`src/rtl/gos_pkg.sv`:
```
package gos_pkg;
  typedef enum logic [1:0] {
    CAUSE_NONE  = 2'd0,
    CAUSE_OC    = 2'd1,
    CAUSE_MAXON = 2'd2,
    CAUSE_FAULT = 2'd3
  } off_cause_e;
endpackage

```
`src/rtl/gos_ontime_timer.sv`:
```
module gos_ontime_timer #(
  parameter int BLANK_CYC  = 4,
  parameter int MAX_ON_CYC = 40,
  parameter int SAMPLE_CYC = 10,
  localparam int CW = $clog2(MAX_ON_CYC + 1)
) (
  input  logic clk,
  input  logic rst,
  input  logic start,
  input  logic gate_on,
  output logic blank_done,
  output logic max_hit,
  output logic sample_now
);
  logic [CW-1:0] cnt_q;

  // cnt_q holds the number of completed high cycles; 0 in the first one
  always_ff @(posedge clk) begin
    if (rst) begin
      cnt_q <= '0;
    end else if (start) begin
      cnt_q <= '0;
    end else if (gate_on && cnt_q != CW'(MAX_ON_CYC - 1)) begin
      cnt_q <= cnt_q + 1'b1;
    end
  end

  always_comb begin
    blank_done = gate_on && (cnt_q >= CW'(BLANK_CYC - 1));
    max_hit    = gate_on && (cnt_q == CW'(MAX_ON_CYC - 1));
    sample_now = gate_on && (cnt_q == CW'(SAMPLE_CYC - 1));
  end

  assert_cnt_bound_R5: assert property (@(posedge clk) disable iff (rst)
    gate_on |-> (cnt_q <= CW'(MAX_ON_CYC - 1)));
endmodule

```
`src/rtl/gos_lowsense_tracker.sv`:
```
module gos_lowsense_tracker #(
  parameter int LOW_PULSES = 3,
  localparam int RW = $clog2(LOW_PULSES + 1)
) (
  input  logic clk,
  input  logic rst,
  input  logic sample_now,
  input  logic cs_low,
  input  logic clr,
  output logic trip,
  output logic fault_q
);
  logic [RW-1:0] run_q;

  assign trip = sample_now && cs_low && !clr && (run_q == RW'(LOW_PULSES - 1));

  always_ff @(posedge clk) begin
    if (rst) begin
      run_q   <= '0;
      fault_q <= 1'b0;
    end else if (clr) begin
      run_q   <= '0;
      fault_q <= 1'b0;
    end else if (sample_now) begin
      if (!cs_low) begin
        run_q <= '0;
      end else if (trip) begin
        run_q   <= '0;
        fault_q <= 1'b1;
      end else begin
        run_q <= run_q + 1'b1;
      end
    end
  end

  assert_fault_from_sample_R6: assert property (@(posedge clk) disable iff (rst)
    $rose(fault_q) |-> $past(sample_now && cs_low));
  assert_run_hold_R7: assert property (@(posedge clk) disable iff (rst)
    (!sample_now && !clr) |=> $stable(run_q));
  assert_run_bound_R6: assert property (@(posedge clk) disable iff (rst)
    run_q < RW'(LOW_PULSES));
  assert_clr_effect_R8: assert property (@(posedge clk) disable iff (rst)
    clr |=> (!fault_q && run_q == '0));
endmodule

```
`src/rtl/gos_gate_ctrl.sv`:
```
module gos_gate_ctrl
  import gos_pkg::*;
(
  input  logic       clk,
  input  logic       rst,
  input  logic       req,
  input  logic       oc,
  input  logic       fault_q,
  input  logic       blank_done,
  input  logic       max_hit,
  input  logic       trip,
  output logic       start,
  output logic       gate_q,
  output logic       event_q,
  output off_cause_e reason_q
);
  logic       oc_cut;
  logic       stop;
  off_cause_e cause;

  always_comb begin
    oc_cut = blank_done && oc;
    stop   = gate_q && (oc_cut || max_hit || trip);
    start  = req && !gate_q && !fault_q;
    if (oc_cut)       cause = CAUSE_OC;
    else if (max_hit) cause = CAUSE_MAXON;
    else if (trip)    cause = CAUSE_FAULT;
    else              cause = CAUSE_NONE;
  end

  always_ff @(posedge clk) begin
    if (rst) begin
      gate_q   <= 1'b0;
      event_q  <= 1'b0;
      reason_q <= CAUSE_NONE;
    end else begin
      event_q <= stop;
      if (stop) begin
        gate_q   <= 1'b0;
        reason_q <= cause;
      end else if (start) begin
        gate_q <= 1'b1;
      end
    end
  end

  assert_min_on_R3: assert property (@(posedge clk) disable iff (rst)
    (gate_q && !blank_done) |=> gate_q);
  assert_max_cut_R5: assert property (@(posedge clk) disable iff (rst)
    max_hit |=> !gate_q);
  assert_rise_needs_clear_R8: assert property (@(posedge clk) disable iff (rst)
    $rose(gate_q) |-> $past(!fault_q && req));
endmodule

```
`src/rtl/gate_ontime_sup.sv`:
```
module gate_ontime_sup #(
  parameter int BLANK_CYC  = 4,
  parameter int MAX_ON_CYC = 40,
  parameter int SAMPLE_CYC = 10,
  parameter int LOW_PULSES = 3
) (
  input  logic       clk,
  input  logic       rst,
  input  logic       turn_on_req,
  input  logic       oc_trip,
  input  logic       cs_low,
  input  logic       fault_clr,
  output logic       gate_en,
  output logic       restart_fault,
  output logic       off_event,
  output logic [1:0] off_reason
);
  import gos_pkg::*;

  initial begin
    if (BLANK_CYC < 1 || SAMPLE_CYC < BLANK_CYC || MAX_ON_CYC < SAMPLE_CYC || LOW_PULSES < 1)
      $fatal(1, "gate_ontime_sup: need 1 <= BLANK_CYC <= SAMPLE_CYC <= MAX_ON_CYC");
  end

  logic       start, blank_done, max_hit, sample_now, trip;
  off_cause_e reason;

  gos_ontime_timer #(
    .BLANK_CYC (BLANK_CYC),
    .MAX_ON_CYC(MAX_ON_CYC),
    .SAMPLE_CYC(SAMPLE_CYC)
  ) u_timer (
    .clk       (clk),
    .rst       (rst),
    .start     (start),
    .gate_on   (gate_en),
    .blank_done(blank_done),
    .max_hit   (max_hit),
    .sample_now(sample_now)
  );

  gos_lowsense_tracker #(
    .LOW_PULSES(LOW_PULSES)
  ) u_track (
    .clk       (clk),
    .rst       (rst),
    .sample_now(sample_now),
    .cs_low    (cs_low),
    .clr       (fault_clr),
    .trip      (trip),
    .fault_q   (restart_fault)
  );

  gos_gate_ctrl u_gate (
    .clk       (clk),
    .rst       (rst),
    .req       (turn_on_req),
    .oc        (oc_trip),
    .fault_q   (restart_fault),
    .blank_done(blank_done),
    .max_hit   (max_hit),
    .trip      (trip),
    .start     (start),
    .gate_q    (gate_en),
    .event_q   (off_event),
    .reason_q  (reason)
  );

  assign off_reason = reason;

  assert_fault_gate_low_R8: assert property (@(posedge clk) disable iff (rst)
    restart_fault |-> !gate_en);
  assert_event_single_R10: assert property (@(posedge clk) disable iff (rst)
    off_event |=> !off_event);
  assert_event_after_fall_R10: assert property (@(posedge clk) disable iff (rst)
    off_event |-> (!gate_en && $past(gate_en)));
endmodule

```
`config.mk`:
```
export PLATFORM = sky130hd
export DESIGN_NAME = gate_ontime_sup
export DESIGN_NICKNAME = d
export VERILOG_FILES = /design/src/rtl/gos_pkg.sv /design/src/rtl/gos_ontime_timer.sv /design/src/rtl/gos_lowsense_tracker.sv /design/src/rtl/gos_gate_ctrl.sv /design/src/rtl/gate_ontime_sup.sv
export SDC_FILE = /design/constraint.sdc
export NUM_CORES = 1
export LEC_CHECK = 0
export ABC_AREA = 1
export BUFFER_PORTS_ARGS = -buffer_cell sky130_fd_sc_hd__buf_4
export CAP_MARGIN = 20
export CORE_UTILIZATION = 53
export CTS_CLUSTER_SIZE = 10
export DETAILED_ROUTE_END_ITERATION = 10
export HOLD_SLACK_MARGIN = 0.03
export PLACE_DENSITY = 0.75
export SKIP_LAST_GASP = 1
export SYNTH_ARGS = -nofsm -noshare
export SYNTH_HDL_FRONTEND = slang
export SYNTH_SLANG_ARGS = --single-unit
```
`constraint.sdc`:
```
create_clock -name clk -period 1.7 [get_ports clk]
set_input_delay 0.085 -clock clk [delete_from_list [all_inputs] [get_ports clk]]
set_output_delay 0.085 -clock clk [all_outputs]
set_load 0.01 [all_outputs]
```
## Yosys cells after proc, flatten, opt, wreduce, memory -nomap -nowiden

Index checks and enable logic that the tools add are counted.

- Register bits after elaboration: 13
- Output and inout port bits: 5
- Logic and storage cells: 38

- Add/sub/neg operators: 2
- Magnitude comparators: 1
- Equal/unequal tests: 4
- Muxes and demuxes: 5
- Reduce and logical (&&, ||, !) cells: 20

Operator list:

| kind | number |
|---|---|
| $logic_and A1 B1 Y1 | 11 |
| $mux W2 | 5 |
| $add A6 B1 Y6 const B | 1 |
| $eq A6 B4 Y1 const B | 1 |
| $eq A6 B6 Y1 const B | 1 |
| $ge A6 B2 Y1 const B | 1 |
| $ne A6 B6 Y1 const B | 1 |
| $reduce_or A2 Y1 | 3 |
| $logic_not A1 Y1 | 3 |
| $reduce_and A3 Y1 | 1 |
| $add A2 B1 Y2 const B | 1 |
| $eq A2 B2 Y1 const B | 1 |
| $logic_or A1 B1 Y1 | 2 |

## Longest topological paths before layout

- Depth in word-level cells: 8
- Mapped depth: 9
- Mapped depth without buffers: 9

## Hierarchy

A second synthesis with hierarchy kept.

- Cells, all modules: 101
- Area, all modules: 695.7 um^2

Modules (own cells, without submodules):

| module | times used | cells each | area an instance (um^2) |
|---|---|---|---|
| gos_ontime_timer | 1 | 55 | 374.1 |
| gos_gate_ctrl | 1 | 24 | 176.4 |
| gos_lowsense_tracker | 1 | 22 | 145.1 |

## Worst setup path before layout

No wires, ideal clock.

- Path type: register to register
- Start: reg u_timer.cnt_q[0]
- End: reg u_gate.reason_q[0]
- Setup time: 0.116 ns
- Data arrival time: 1.157 ns
- Path slack: 0.427 ns
- Cell stages (with the launch flop): 9
- Path buffers: 0
- Cells stage by stage: dfxtp_1 ha_1 inv_1 nor2_1 nand3_1 nand2_1 inv_1 nand4_1 nand2_1

- Cells in the longest elaborated chain, start to end: 8
- Elaborated cells on any way between the ends: 16
- Classes of those cells: order compare (1); eq/ne (2); mux (3); reduce/logical (10)

RTL lines:

| element | line | text |
|---|---|---|
| start, declared | gos_ontime_timer.sv:15 | `logic [CW-1:0] cnt_q;` |
| start signal, assigned | gos_ontime_timer.sv:24 | `cnt_q <= cnt_q + 1'b1;` |
| $eq A6 B4 Y1 | gos_ontime_timer.sv:31 | `sample_now = gate_on && (cnt_q == CW'(SAMPLE_CYC - 1));` |
| $logic_and A1 B1 Y1 | gos_ontime_timer.sv:31 |  |
| $logic_and A1 B1 Y1 (3 in a row) | gos_lowsense_tracker.sv:15 | `assign trip = sample_now && cs_low && !clr && (run_q == RW'(LOW_PULSES - 1));` |
| $mux W2 | gos_gate_ctrl.sv:27 | `else if (trip) cause = CAUSE_FAULT;` |
| $mux W2 | gos_gate_ctrl.sv:26 | `else if (max_hit) cause = CAUSE_MAXON;` |
| $mux W2 | gos_gate_ctrl.sv:25 | `if (oc_cut) cause = CAUSE_OC;` |
| end signal, assigned | gos_gate_ctrl.sv:40 | `reason_q <= cause;` |
| end, declared | gos_gate_ctrl.sv:15 | `output off_cause_e reason_q` |

Several ways; a longest one is shown, not always the timed one.
A chain may end at the register's enable or synchronous reset.

## Worst setup path after layout

- Start: reg u_timer.cnt_q[0]
- End: reg u_gate.gate_q

- Cells in the longest elaborated chain, start to end: 8
- Elaborated cells on any way between the ends: 14
- Classes of those cells: order compare (1); eq/ne (2); reduce/logical (11)

RTL lines:

| element | line | text |
|---|---|---|
| branches (longest 5 deep; another with $ge A6 B2 Y1) | n/a |  |
| $logic_or A1 B1 Y1 (*) | gos_gate_ctrl.sv:23 | `stop = gate_q && (oc_cut \|\| max_hit \|\| trip);` |
| $logic_and A1 B1 Y1 (*) | gos_gate_ctrl.sv:23 |  |
| $reduce_or A2 Y1 (no line) (*) | n/a |  |
| end signal, assigned | gos_gate_ctrl.sv:33 | `gate_q <= 1'b0;` |
| end signal, assigned | gos_gate_ctrl.sv:39 | `gate_q <= 1'b0;` |
| end signal, assigned | gos_gate_ctrl.sv:42 | `gate_q <= 1'b1;` |
| end, declared | gos_gate_ctrl.sv:13 | `output logic gate_q,` |

Every way passes the cells marked *.

==> results.toml <==
[place]
port_buffers = 10
dpl-instance-area_um2 = 840
place_worst_setup_slack_ps = 306
hpwl_mm = 1.12
dp_cells = 135
gp_congestion = 0.751

[route]
drtPass1Iterations = 4
routed_wl_mm = 1.49
drtIter0Drc = 19
vias = 694
drc = 0
antenna_left = 0
avgViaCountPerCell = 4.96
wl_per_cell_um = 10.6

[timing]
setup-tns-final_ps = 0
tightest_slew_ps = 355
layout_min_cycle_time_ps = 1440
finalMaxSlewViolations = 0
finalWorstSetupSlack_ps = 256
maxSlewHeadroom_pct = 76.3
hold_viol = 0
setup_viol = 0
fin_crit_sh_pct = 85.0
max_freq_mhz = 692
holdWs_ps = 68.1
fin_worst_skew_ps = 8.12
rsz0062_at_grt = "false"

[min_path]
hp-start = "fault_clr"
min_delay_path_depth = 4
hold_path.class = "primary input to register"
hold_path_end = "u_track.run_q[0]"

[final_layout]
regArea_um2 = 260
finish.instance_area_um2 = 876
drive_gt1_share_pct = 15.2
nets = 135
n_fill_cell = 132
multi_input_area_um2 = 392
final_core_util_pct = 66.5
area_delta_synth_final_pct = 15.7
fin_cells = 140
diodes = 0

[cts]
cts_sinks = 13
clk_pin_slew_ps = 80
cts_tree = "done"
cts_setup_buffers = 0
root_buffer = "clkbuf_4"
cts-buffers-inserted = 3
insertion_delay_ps = 280
clk_path_buf_depth = 2
htree_levels = 1

[global_routing]
grt_pass1_vias = 595
gr-total-overflow = 0
grt.total_usage_pct = 21.8
grt_max_degree = 9
antenna_found_initial = 0
grt_pass1_wl_mm = 2.20

[synthesis]
yosys_register_bits = 13
synth_warnings = 0
syn_avg_cell_area_um2 = 6.82
syn_inst = 111
synth_area_um2 = 757
synth_cell_type_count = 19
syn-num-nets = 120
netlist.area_leader.share_pct = 34.4
synth.area.top_cells = "dfxtp_1 34%, nand2_1 13%, inv_1 12%, a21oi_1 6.0%, ha_1 5.0%"
synth-seq-area-share_pct = 34.4
synth_area_leader_cell = "dfxtp_1"

[flow_run]
drv_cap = 0

[setup_path]
endpoint_kind = "register"
cp.arrival_ps = 1620
critPathMaxFanout = 7
worstSetupPathType = "register to register"
worstPathRequired_ps = 1870
r2r_setup_slack_ps = 260
r2r_end = "u_gate.gate_q"
regToRegStartpoint = "u_timer.cnt_q[0]"
r2r.worst_path.cells = 8
start_kind = "register"

[pwr]
p_leak_nw = 0.440
finalPower_mw = 0.562
irDropWorstVdd_uv = 463
power.density_nw_per_um2 = 642

[run_status]
status = "complete, no violations"

[floorplanning]
fp.coreArea_um2 = 1320
io_pins = 11
start_util_pct = 57.5
chipHeight_um = 39.8
rows = 13
fp.dieArea_um2 = 1580
die_w_um = 39.8
power by group:
| group | switching, mW | leakage [nW] | internal (mW) |
|---|---|---|---|
| clock network | 0.103 | 0.0150 | 0.0911 |
| registers | 0.00783 | 0.105 | 0.309 |
| logic | 0.0284 | 0.320 | 0.0222 |
final cells by class:
class,count,area share [%]
Clock buffer,4,3.00
Tap cell,15,2.14
Multi-Input combinational cell,72,44.7
Timing Repair Buffer,11,9.71
Sequential cell,13,29.7
Inverter,25,10.7
worst max-delay path, stage by stage (launching register included):
cell	delay, ps
dfxtp_1	460
ha_1	210
inv_1	40
nor2_1	220
nand3_1	150
nand2_1	90
inv_1	50
nand2_1	80
nor3_1	50
worst max-delay path by stage:
stage / startpoint / slack (ps) / to
after floorplan: u_timer.cnt_q[0] / 430 / u_gate.reason_q[0]
after global placement: u_timer.cnt_q[0] / 310 / u_gate.reason_q[0]
after detailed placement: u_timer.cnt_q[0] / 310 / u_gate.gate_q
after CTS: u_timer.cnt_q[0] / 270 / u_gate.reason_q[0]
after global routing: u_timer.cnt_q[0] / 150 / u_gate.gate_q
final: u_timer.cnt_q[0] / 260 / u_gate.gate_q
cell families after synthesis:
group,share of synthesized area (%)
XOR/XNOR,3.47
adder cells (fa/ha/maj),4.96
flip-flops,34.4
buffers and inverters,13.9
AND/OR/NAND/NOR,32.6
AO/OA/AOI/OAI,10.7
routing by layer:
metal | part of all wire, % | wire, um | track usage (%) | up-vias
met4 | 2.8 | 41 | 15.5 | 0
li1 | - | - | - | 368
met3 | 2.7 | 40 | 3.98 | 5
met1 | 46 | 686 | 22.3 | 308
met2 | 48 | 719 | 38.9 | 13
met5 | 0 | 0 | 0 | -
synthesized netlist by cell type:
cell type / n
nand3_1: 7
inv_1: 24
nor3_1: 1
buf_6: 1
a21oi_1: 9
nand3b_1: 1
nand2_1: 26
nand2_2: 1
dfxtp_1: 13
nand3_2: 1
clkinv_1: 1
nand4_2: 1
nand4_1: 2
nor2_1: 10
xor2_1: 3
a21oi_4: 1
o21ai_0: 4
nor2_4: 2
ha_1: 3
placed cells by master (no fill, tap or decap):
| cell type | synthesis | routed |
|---|---|---|
| nand4_2 | 1 | 1 |
| nand3_2 | 1 | 1 |
| clkinv_1 | 1 | 1 |
| a21oi_4 | 1 | 1 |
| clkbuf_1 | 0 | 1 |
| nand2_2 | 1 | 1 |
| inv_1 | 24 | 24 |
| nor2_1 | 10 | 10 |
| nor3_1 | 1 | 1 |
| ha_1 | 3 | 3 |
| a21oi_1 | 9 | 9 |
| clkbuf_4 | 0 | 3 |
| nand3_1 | 7 | 7 |
| nor2_4 | 2 | 2 |
| o21ai_0 | 4 | 4 |
| dlygate4sd3_1 | 0 | 1 |
| nand4_1 | 2 | 2 |
| dfxtp_1 | 13 | 13 |
| nand3b_1 | 1 | 1 |
| nand2_1 | 26 | 26 |
| xor2_1 | 3 | 3 |
| buf_4 | 0 | 10 |
state kept, by name, summed over array words and instances, names as in the netlist:
register         count
u_timer.cnt_q        6
u_gate.reason_q      2
u_track.run_q        2
u_gate.event_q       1
u_gate.gate_q        1
u_track.fault_q      1
timing repair:
action                     in CTS  in global routing
setup endpoints to repair       0                  0
hold buffers                    1                  0
hold endpoints to repair        1                  0
gates resized for setup         0                  0
Note: power is estimated with default switching activity, not from simulation.
